`src/rtl/ldiv_pkg.sv`:
```
package ldiv_pkg;

  typedef struct packed {
    logic n;
    logic z;
    logic v;
    logic c;
  } ccode_t;

  typedef enum logic [1:0] {
    CLS_DIVIDE = 2'd0,
    CLS_TRAP   = 2'd1,
    CLS_ZERO   = 2'd2,
    CLS_MAXNEG = 2'd3
  } cls_e;

endpackage

```
`src/rtl/ldiv_classify.sv`:
```
module ldiv_classify
  import ldiv_pkg::*;
#(
  parameter int DW  = 16,
  parameter int RIW = 3
) (
  input  logic [RIW-1:0]  reg_idx,
  input  logic [2*DW-1:0] dvd,
  input  logic [DW-1:0]   dvs,
  output cls_e            cls,
  output logic [2*DW-1:0] dvd_mag,
  output logic [DW-1:0]   dvs_mag,
  output logic            dvd_neg,
  output logic            dvs_neg
);
  localparam int QW = 2 * DW;
  localparam logic [QW-1:0] MOST_NEG = {1'b1, {(QW-1){1'b0}}};

  logic odd_idx;

  assign odd_idx = (reg_idx & RIW'(1)) != '0;
  assign dvd_neg = dvd[QW-1];
  assign dvs_neg = dvs[DW-1];
  assign dvd_mag = dvd_neg ? (~dvd + QW'(1)) : dvd;
  assign dvs_mag = dvs_neg ? (~dvs + DW'(1)) : dvs;

  always_comb begin
    if (odd_idx)                            cls = CLS_TRAP;
    else if (dvs == '0)                     cls = CLS_ZERO;
    else if (dvd == MOST_NEG && dvs == '1)  cls = CLS_MAXNEG;
    else                                    cls = CLS_DIVIDE;
  end
endmodule

```
`src/rtl/ldiv_mag_core.sv`:
```
module ldiv_mag_core #(
  parameter int DW = 16
) (
  input  logic            clk,
  input  logic            rst,
  input  logic            load,
  input  logic [2*DW-1:0] dvd_mag,
  input  logic [DW-1:0]   dvs_mag,
  output logic            busy,
  output logic            fin,
  output logic [2*DW-1:0] q_mag,
  output logic [DW-1:0]   r_mag
);
  localparam int QW = 2 * DW;
  localparam int CW = $clog2(QW);

  logic [QW-1:0] acc_q;
  logic [DW-1:0] acc_r;
  logic [DW-1:0] den;
  logic [CW-1:0] cnt;
  logic [DW:0]   shifted;
  logic [DW-1:0] diff;
  logic          take;
  logic [DW-1:0] next_r;

  assign shifted = {acc_r, acc_q[QW-1]};
  assign take    = shifted >= {1'b0, den};
  assign diff    = shifted[DW-1:0] - den;
  assign next_r  = take ? diff : shifted[DW-1:0];

  always_ff @(posedge clk) begin
    if (rst) begin
      acc_q <= '0;
      acc_r <= '0;
      den   <= '0;
      cnt   <= '0;
      busy  <= 1'b0;
      fin   <= 1'b0;
    end else begin
      fin <= 1'b0;
      if (load && !busy) begin
        acc_q <= dvd_mag;
        acc_r <= '0;
        den   <= dvs_mag;
        cnt   <= '0;
        busy  <= 1'b1;
      end else if (busy) begin
        acc_q <= {acc_q[QW-2:0], take};
        acc_r <= next_r;
        cnt   <= cnt + CW'(1);
        if (cnt == CW'(QW - 1)) begin
          busy <= 1'b0;
          fin  <= 1'b1;
        end
      end
    end
  end

  assign q_mag = acc_q;
  assign r_mag = acc_r;

  // partial remainder never reaches the divisor magnitude
  assert_rem_below_divisor_R5: assert property (@(posedge clk) disable iff (rst)
    busy |-> (acc_r < den));

  // completion strobe only at the end of an iteration run
  assert_fin_after_run_R8: assert property (@(posedge clk) disable iff (rst)
    fin |-> (!busy && $past(busy)));
endmodule

```
`src/rtl/ldiv_fixup.sv`:
```
module ldiv_fixup
  import ldiv_pkg::*;
#(
  parameter int DW = 16
) (
  input  logic [2*DW-1:0] q_mag,
  input  logic [DW-1:0]   r_mag,
  input  logic            dvd_neg,
  input  logic            dvs_neg,
  output logic [DW-1:0]   q_word,
  output logic [DW-1:0]   r_word,
  output logic            ok,
  output ccode_t          cc
);
  localparam int QW = 2 * DW;
  localparam logic [QW-1:0] POS_MAX = {{(DW+1){1'b0}}, {(DW-1){1'b1}}};
  localparam logic [QW-1:0] NEG_MAX = POS_MAX + QW'(1);

  logic          q_neg;
  logic          ovf;
  logic [QW-1:0] q_full;

  assign q_neg  = dvd_neg ^ dvs_neg;
  assign ovf    = q_neg ? (q_mag > NEG_MAX) : (q_mag > POS_MAX);
  assign q_full = q_neg ? (~q_mag + QW'(1)) : q_mag;
  assign q_word = q_full[DW-1:0];
  assign r_word = dvd_neg ? (~r_mag + DW'(1)) : r_mag;
  assign ok     = !ovf;

  always_comb begin
    if (ovf) begin
      cc = '{n: q_neg, z: 1'b0, v: 1'b1, c: 1'b0};
    end else begin
      cc = '{n: q_word[DW-1], z: (q_word == '0), v: 1'b0, c: 1'b0};
    end
  end
endmodule

```
`src/rtl/long_div_unit.sv`:
```
module long_div_unit
  import ldiv_pkg::*;
#(
  parameter int DW  = 16,
  parameter int RIW = 3
) (
  input  logic           clk,
  input  logic           rst,
  input  logic           start,
  input  logic [RIW-1:0] reg_idx,
  input  logic [DW-1:0]  dvd_hi,
  input  logic [DW-1:0]  dvd_lo,
  input  logic [DW-1:0]  divisor,
  output logic [DW-1:0]  quotient,
  output logic [DW-1:0]  remainder,
  output logic           wr_even,
  output logic           wr_odd,
  output logic           trap,
  output logic           flag_n,
  output logic           flag_z,
  output logic           flag_v,
  output logic           flag_c,
  output logic           done
);
  localparam int QW = 2 * DW;

  cls_e          cls;
  logic [QW-1:0] dvd_mag;
  logic [DW-1:0] dvs_mag;
  logic          dvd_neg, dvs_neg;
  logic          dvd_neg_r, dvs_neg_r;
  logic          running;
  logic          accept;
  logic          core_load;
  logic          core_busy, core_fin;
  logic [QW-1:0] q_mag;
  logic [DW-1:0] r_mag;
  logic [DW-1:0] q_word, r_word;
  logic          fix_ok;
  ccode_t        fix_cc;
  ccode_t        cc_r;

  ldiv_classify #(.DW(DW), .RIW(RIW)) u_cls (
    .reg_idx (reg_idx),
    .dvd     ({dvd_hi, dvd_lo}),
    .dvs     (divisor),
    .cls     (cls),
    .dvd_mag (dvd_mag),
    .dvs_mag (dvs_mag),
    .dvd_neg (dvd_neg),
    .dvs_neg (dvs_neg)
  );

  assign accept    = start && !running;
  assign core_load = accept && (cls == CLS_DIVIDE);

  ldiv_mag_core #(.DW(DW)) u_core (
    .clk     (clk),
    .rst     (rst),
    .load    (core_load),
    .dvd_mag (dvd_mag),
    .dvs_mag (dvs_mag),
    .busy    (core_busy),
    .fin     (core_fin),
    .q_mag   (q_mag),
    .r_mag   (r_mag)
  );

  ldiv_fixup #(.DW(DW)) u_fix (
    .q_mag   (q_mag),
    .r_mag   (r_mag),
    .dvd_neg (dvd_neg_r),
    .dvs_neg (dvs_neg_r),
    .q_word  (q_word),
    .r_word  (r_word),
    .ok      (fix_ok),
    .cc      (fix_cc)
  );

  always_ff @(posedge clk) begin
    if (rst) begin
      running   <= 1'b0;
      dvd_neg_r <= 1'b0;
      dvs_neg_r <= 1'b0;
      quotient  <= '0;
      remainder <= '0;
      wr_even   <= 1'b0;
      wr_odd    <= 1'b0;
      trap      <= 1'b0;
      cc_r      <= '0;
      done      <= 1'b0;
    end else begin
      done    <= 1'b0;
      trap    <= 1'b0;
      wr_even <= 1'b0;
      wr_odd  <= 1'b0;
      if (accept) begin
        unique case (cls)
          CLS_TRAP: begin
            done <= 1'b1;
            trap <= 1'b1;
          end
          CLS_ZERO: begin
            done <= 1'b1;
            cc_r <= '{n: 1'b0, z: 1'b1, v: 1'b1, c: 1'b1};
          end
          CLS_MAXNEG: begin
            done <= 1'b1;
            cc_r <= '{n: 1'b0, z: 1'b0, v: 1'b1, c: 1'b0};
          end
          default: begin
            running   <= 1'b1;
            dvd_neg_r <= dvd_neg;
            dvs_neg_r <= dvs_neg;
          end
        endcase
      end
      if (core_fin) begin
        running <= 1'b0;
        done    <= 1'b1;
        cc_r    <= fix_cc;
        if (fix_ok) begin
          quotient  <= q_word;
          remainder <= r_word;
          wr_even   <= 1'b1;
          wr_odd    <= 1'b1;
        end
      end
    end
  end

  assign flag_n = cc_r.n;
  assign flag_z = cc_r.z;
  assign flag_v = cc_r.v;
  assign flag_c = cc_r.c;

  // a trap never writes registers
  assert_trap_quiet_R1: assert property (@(posedge clk) disable iff (rst)
    trap |-> (done && !wr_even && !wr_odd));

  // carry only accompanies the divide-by-zero code
  assert_zero_code_R3: assert property (@(posedge clk) disable iff (rst)
    (done && flag_c) |-> (flag_v && flag_z && !flag_n && !wr_even));

  // overflow suppresses writes
  assert_no_overflow_write_R6: assert property (@(posedge clk) disable iff (rst)
    (done && flag_v) |-> (!wr_even && !wr_odd));

  // results hold on any completion without a write
  assert_hold_on_fail_R6: assert property (@(posedge clk) disable iff (rst)
    (done && !wr_even) |-> ($stable(quotient) && $stable(remainder)));

  // both write enables pulse together with clean flags
  assert_write_pair_R7: assert property (@(posedge clk) disable iff (rst)
    (wr_even || wr_odd) |-> (wr_even && wr_odd && done && !flag_v && !flag_c));

  // the core is never reloaded while it runs
  assert_no_reload_R10: assert property (@(posedge clk) disable iff (rst)
    core_busy |-> running);
endmodule

```
`config.mk`:
```
export PLATFORM = sky130hd
export DESIGN_NAME = long_div_unit
export DESIGN_NICKNAME = d
export VERILOG_FILES = /design/src/rtl/ldiv_pkg.sv /design/src/rtl/ldiv_classify.sv /design/src/rtl/ldiv_mag_core.sv /design/src/rtl/ldiv_fixup.sv /design/src/rtl/long_div_unit.sv
export SDC_FILE = /design/constraint.sdc
export NUM_CORES = 1
export LEC_CHECK = 0
export BUFFER_PORTS_ARGS = -buffer_cell sky130_fd_sc_hd__buf_2
export CAP_MARGIN = 15
export CORE_UTILIZATION = 40
export CTS_CLUSTER_SIZE = 24
export DETAILED_ROUTE_END_ITERATION = 16
export GPL_TIMING_DRIVEN = 0
export PLACE_DENSITY = 0.69
export SKIP_CTS_REPAIR_TIMING = 1
export SLEW_MARGIN = 20
export SYNTH_ARGS = -nofsm -noshare
export SYNTH_HDL_FRONTEND = slang
export SYNTH_SLANG_ARGS = --single-unit
```
`constraint.sdc`:
```
create_clock -name clk -period 3.9 [get_ports clk]
set_input_delay 0.585 -clock clk [delete_from_list [all_inputs] [get_ports clk]]
set_output_delay 0.585 -clock clk [all_outputs]
set_load 0.005 [all_outputs]
```
# After elaboration in Yosys (flattened, before gate mapping)
# Index checks and enable logic that the tools add are counted.
[word_totals]
word_cells = 88
n_memories = 0
inputBits = 54
latchBits = 0
output_inout_bits = 40
romBits = 0
ramBits = 0
regBits = 113
[classes]
n_eq_ne = 6
n_reduce_logical = 21
div_mod_pow = 0
shift = 0
n_lt_le_gt_ge = 3
add_sub_neg = 6
mul = 0
muxes = 24
n_bitwise = 10
[ops]
columns = ["cell", "count"]
rows = [
  ["$mux 32", 3],
  ["$mux 16", 4],
  ["$add 16x1->16 const B", 3],
  ["$not 16->16", 3],
  ["$add 32x1->32 const B", 1],
  ["$eq 32x32->1 const B", 1],
  ["$gt 32x15->1 const B", 1],
  ["$gt 32x16->1 const B", 1],
  ["$logic_not 16->1", 2],
  ["$not 32->32", 1],
  ["$ge 17x16->1", 1],
  ["$eq 16x16->1 const B", 1],
  ["$sub 16x16->16", 1],
  ["$mux 4", 3],
  ["$mux 1", 10],
  ["$pmux 4 s2", 1],
  ["$reduce_or 2->1", 4],
  ["$mux 2", 3],
  ["$reduce_and 2->1", 3],
  ["$reduce_or 3->1", 2],
  ["$add 5x1->5 const B", 1],
  ["$eq 5x5->1 const B", 1],
  ["$not 1->1", 5],
  ["$eq 2x2->1 const B", 2],
  ["other kinds (7)", 12],
]

# Longest topological paths before layout
[depth]
word_depth = 10
mapped_depth = 12

# By module
# Synthesis repeated with hierarchy kept, for this count alone.
[unflattened]
hier_cells = 972
hier_area_um2 = 7490.9
[by_module_without_submodules]
columns = ["module", "cells_per_inst", "instances", "area_per_inst_um2", "seq_area_each_um2"]
rows = [
  ["ldiv_mag_core", 479, 1, 3836.2, 1421.4],
  ["long_div_unit", 181, 1, 1526.5, 840.8],
  ["ldiv_classify", 162, 1, 1113.6, 0.0],
  ["ldiv_fixup", 150, 1, 1014.7, 0.0],
]

# Worst setup path before layout
# No wires, ideal clock.
[synth_timing]
path_type = "input to register"
from = "in dvd_lo[12]"
to = "reg u_core.acc_q[10] (netlist: u_core.q_mag[10])"
slack_ns = 1.310
t_arrival_ns = 2.456
cell_stages = 10
path_buffers = 3
setup_ns = 0.134
t_required_ns = 3.766
path_cell_list = "or4_4 nor4b_2 and4_1 buf_4 or3_1 buf_4 buf_2 nor2_1 a21oi_1 o22ai_1"
[synth_between]
elab_chain_len = 9
elab_cells_between_ends = 10
[synth_rtl]
columns = ["element", "line_no", "text"]
rows = [
  ["from (decl)", "long_div_unit.sv:12", "input logic [DW-1:0] dvd_lo,"],
  ["$eq 32x32->1 *", "ldiv_classify.sv:30", "else if (dvd == MOST_NEG && dvs == '1) cls = CLS_MAXNEG;"],
  ["$logic_and 1x1->1 *", "ldiv_classify.sv:30", ""],
  ["$mux 2 *", "ldiv_classify.sv:30", ""],
  ["$mux 2 *", "ldiv_classify.sv:29", "else if (dvs == '0) cls = CLS_ZERO;"],
  ["$mux 2 *", "ldiv_classify.sv:28", "if (odd_idx) cls = CLS_TRAP;"],
  ["$logic_not 2->1 *", "long_div_unit.sv:55", "assign core_load = accept && (cls == CLS_DIVIDE);"],
  ["$logic_and 1x1->1 *", "long_div_unit.sv:55", ""],
  ["$logic_and 1x1->1 *", "ldiv_mag_core.sv:41", "if (load && !busy) begin"],
  ["$mux 32 / $reduce_bool 2->1 (equally long branches)", "--", ""],
  ["to (signal assigned)", "ldiv_mag_core.sv:42", "acc_q <= dvd_mag;"],
  ["to (signal assigned)", "ldiv_mag_core.sv:48", "acc_q <= {acc_q[QW-2:0], take};"],
  ["to (decl)", "ldiv_mag_core.sv:17", "logic [QW-1:0] acc_q;"],
]
# Mark *: on every way between the ends. The rest lies on a longest branch, timed or not.
# A chain may end at the register's enable or synchronous reset.

# Final worst setup path
[layout_timing]
from = "in divisor[0]"
to = "reg u_core.acc_r[7] (netlist: u_core.r_mag[7])"
[layout_between]
elab_chain_len = 9
elab_cells_between_ends = 10
[layout_rtl]
columns = ["element", "line_no", "text"]
rows = [
  ["from (decl)", "long_div_unit.sv:13", "input logic [DW-1:0] divisor,"],
  ["$eq 16x16->1", "ldiv_classify.sv:30", ""],
  ["$logic_and 1x1->1", "ldiv_classify.sv:30", ""],
  ["$mux 2", "ldiv_classify.sv:30", ""],
  ["$mux 2 *", "ldiv_classify.sv:29", ""],
  ["$mux 2 *", "ldiv_classify.sv:28", ""],
  ["$logic_not 2->1 *", "long_div_unit.sv:55", ""],
  ["$logic_and 1x1->1 *", "long_div_unit.sv:55", ""],
  ["$logic_and 1x1->1 *", "ldiv_mag_core.sv:41", ""],
  ["$reduce_or 2->1 (no source line) *", "--", ""],
  ["to (signal assigned)", "ldiv_mag_core.sv:49", "acc_r <= next_r;"],
  ["to (decl)", "ldiv_mag_core.sv:18", "logic [DW-1:0] acc_r;"],
]
# Marked as above.

==> qor.txt <==
Gr usage total - 0.2142
Placement Setup Slack - 357.9 ps
Reg2reg end - flag_z$_SDFFE_PP0P_
Diode count - 0
Internal - 2736 µW
CP max FO - 10
Global-route wire length before repair - 31,330 µm
Register bit count reported by yosys - 113
Most used cell, CP - nor2_1
Worst-Margin Slew - 881.7 ps
Sequential area share after synthesis - 0.3117
Vias - 6,979
Antenna Violating Nets Remaining - 0
Overflow after GRT - 0
Pwr dens - 453.0 nW/µm²
Avg Vias per Cell - 5.517
Worst Hold End - u_core.den[15]$_SDFFE_PP0P_
HP Class - reg -> reg
Crit path DAT - 3480 ps
Status - completed
Cell area after placement - 7998 µm²
Router iterations before antenna repair - 5
Req. time, crit path - 4240 ps
Setup_tns - 0 ps
Core area - 17,540 µm²
Multiplexer share of the synthesized area - 0.03723
Register area - 2262 µm²
Sw frac - 0.3008
CP top delay family - simple AND/OR/NAND/NOR gates
Startpoint Class - input port
Ordered cell list for the critical path - buf_2 -> inv_1 -> ha_1 -> or4b_2 -> nor4_2 -> or3_1 -> nor2_1 -> nor2_1 -> o221ai_1 -> a31oi_1
Synthesis Warnings - 0
Hold depth - 2
Htree depth - 4
Crit-path slowest cell - nor4_2
Antenna violations before repair - 0
Die Height - 136.7 µm
Area share of fa/ha/maj cells after synthesis - 0.04413
R2R cell count - 10
Placed Instances - 1,233
Distinct cells, synth - 68
Switching power total - 1177 µW
RSZ-0062 raised after global routing - false
IO buf count - 90
Hold path start - u_core.den[15]$_SDFFE_PP0P_
Placer Congestion - 0.9267
P&R area growth vs syn - 19.00%
WHS - 460.3 ps
Final Hold Fails - 0
Max cap viols - 0
Post-synth top flop - dfxtp_1
Maximum clock rate - 318.1 MHz
Clock power frac - 0.428
Vias in the first global route - 6,174
Synth Cell Area - 7258 µm²
Post-synthesis cell count - 918
Finished Layout Cells - 1,265
Logic pwr share - 0.249
Residual DRC count - 0
Dpl hpwl - 15,300 µm
Tmin final - 3143 ps
Root Buffer - clkbuf_16
Synthesized Nets - 997
Initial DRC count - 402
Final clock skew - 9.376 ps
Final worst slack - 756.6 ps
EDFF count, synth - 0
Largest net degree at the start of global routing - 17
IO Count - 94
Num rows - 48
Post-synthesis compound-gate area fraction - 0.2177
Clock sink count - 113
Fillers - 1,706
Worst rel slew slack - 0.4073
Static Leakage - 0.003346 µW
Worst reg-to-reg setup slack - 930 ps
Wire per inst - 15.64 µm
Die W - 136.7 µm
Max stage delay on crit path - 680 ps
CTS tree - yes
WP buf/inv - 2
Drt total wl - 19,790 µm
Clk_lat worst skew - 420 ps
Ys async rst share - 0
Worst-path clk slew - 50 ps
Crit. End Element - flip-flop
Initial Util - 0.4139
Syn Area/Cell - 7.907 µm²
Area of the multi-input gates - 4582 µm²
XOR/XNOR Fraction of Synth Area - 0.1050
Post-route cell area - 8637 µm²
Final Cycle Share - 0.8060
Clk buf depth - 2
Peak supply drop - 0.2925 mV
Largest family of logic cells by synthesized area - simple AND/OR/NAND/NOR gates
Worst r2r src - u_core.q_mag[0]$_SDFFE_PP0P_
Layout cells sized above 1 - 0.1510
Setup Crit Path Kind - in -> reg
Reg power frac - 0.323
Die area - 18,690 µm²
Final setup viols - 0
Final Max Slew Viols - 0
Simple-gate portion of the synthesized area - 0.2262
# nets final - 1,106
TritonCTS buffer count - 17
-- kinds of logic (layout without fill, tap and decap cells) --
kind of cell,after synthesis,after routing
flip-flops,113,113
buffers and inverters,102,224
XOR/XNOR,87,87
AO/OA/AOI/OAI,232,232
multiplexers,27,27
AND/OR/NAND/NOR,332,332
adder cells (fa/ha/maj),25,25
-- tightest hold or removal path, delay by kind of cell, from the launching register on --
family             cells  cell delay (ps)
DFF                    1              310
and+or+nand+nor        1               50
AOI/OAI and AO/OA      1               50
-- metal layers --
metal | vias to the layer above | wire (µm) | share of wire | GRT usage
met5 | - | 0 | 0 | 0
met4 | 0 | 228 | 0.012 | 0.05926
met3 | 19 | 1277 | 0.065 | 0.03370
met2 | 232 | 8492 | 0.43 | 0.3271
met1 | 3191 | 9789 | 0.49 | 0.3089
li1 | 3537 | - | - | -
-- cells in the mapped netlist, types with 10 or more instances --
library cell / n / share of area
a211oi_1: 46 / 0.048
a21oi_1: 51 / 0.035
clkbuf_1: 48 / 0.025
dfxtp_1: 113 / 0.31
ha_1: 24 / 0.041
inv_1: 36 / 0.019
mux2i_1: 27 / 0.037
nand2_1: 81 / 0.042
nand3_1: 19 / 0.013
nand4_1: 12 / 0.010
nor2_1: 126 / 0.065
nor3_1: 11 / 0.0076
o21ai_0: 36 / 0.025
o22ai_1: 18 / 0.016
o31ai_1: 12 / 0.012
o32ai_1: 10 / 0.012
xnor2_1: 44 / 0.053
xor2_1: 43 / 0.052
-- how the worst max path moves through the flow --
| stage | from | end | cells after the start |
|---|---|---|---|
| final | divisor[0] | u_core.r_mag[7]$_SDFFE_PP0P_ | 10 |
| after global routing | divisor[0] | u_core.r_mag[7]$_SDFFE_PP0P_ | 10 |
| after CTS | divisor[0] | u_core.r_mag[7]$_SDFFE_PP0P_ | 10 |
| after detailed placement | divisor[0] | u_core.r_mag[7]$_SDFFE_PP0P_ | 10 |
| after global placement | divisor[0] | u_core.r_mag[7]$_SDFFE_PP0P_ | 10 |
| after floorplan | dvd_lo[12] | u_core.q_mag[10]$_SDFFE_PP0P_ | 10 |
-- placed cells by master (no fill, tap or decap), drive strengths merged, types with 39 or more instances in the layout --
cell type and instances:
a211oi 46, a21oi 52, buf 108, clkbuf 71, dfxtp 113, nand2 81, nor2 126, o21ai 39
xnor2 44, xor2 43
-- area by class of cell --
class | count | area share
Clock buffer | 23 | 0.05650
Buffer | 66 | 0.03317
Inverter | 36 | 0.01565
Sequential cell | 113 | 0.2619
Timing Repair Buffer | 90 | 0.05215
Multi-Input combinational cell | 703 | 0.5305
Tap cell | 225 | 0.03259
Clock inverter | 9 | 0.01753
-- registers in the layout, summed over array words and instances (netlist names) --
register / flops
running: 1
u_core.fin: 1
dvd_neg_r: 1
flag_v: 1
u_core.den: 16
u_core.r_mag: 16
u_core.cnt: 5
flag_c: 1
remainder: 16
u_core.q_mag: 32
trap: 1
quotient: 16
flag_z: 1
wr_odd: 1
u_core.busy: 1
done: 1
dvs_neg_r: 1
flag_n: 1
-- power groups by stage --
stage	sequential, µW	combinational (µW)	clock, µW
floorplan	1270	727	0
global placement	1280	945	0
detailed placement	1290	957	0
CTS	1260	962	1690
global route	1270	1080	1730
finish	1260	974	1680
-- stage by stage --
| stage | utilization | power [µW] |
|---|---|---|
| floorplan | - | 1996 |
| global placement | 0.4556 | 2228 |
| detailed placement | 0.4561 | 2242 |
| CTS | 0.4925 | 3910 |
| global route | 0.4925 | 4079 |
| finish | 0.4925 | 3913 |
Note: power is estimated with default switching activity, not from simulation.
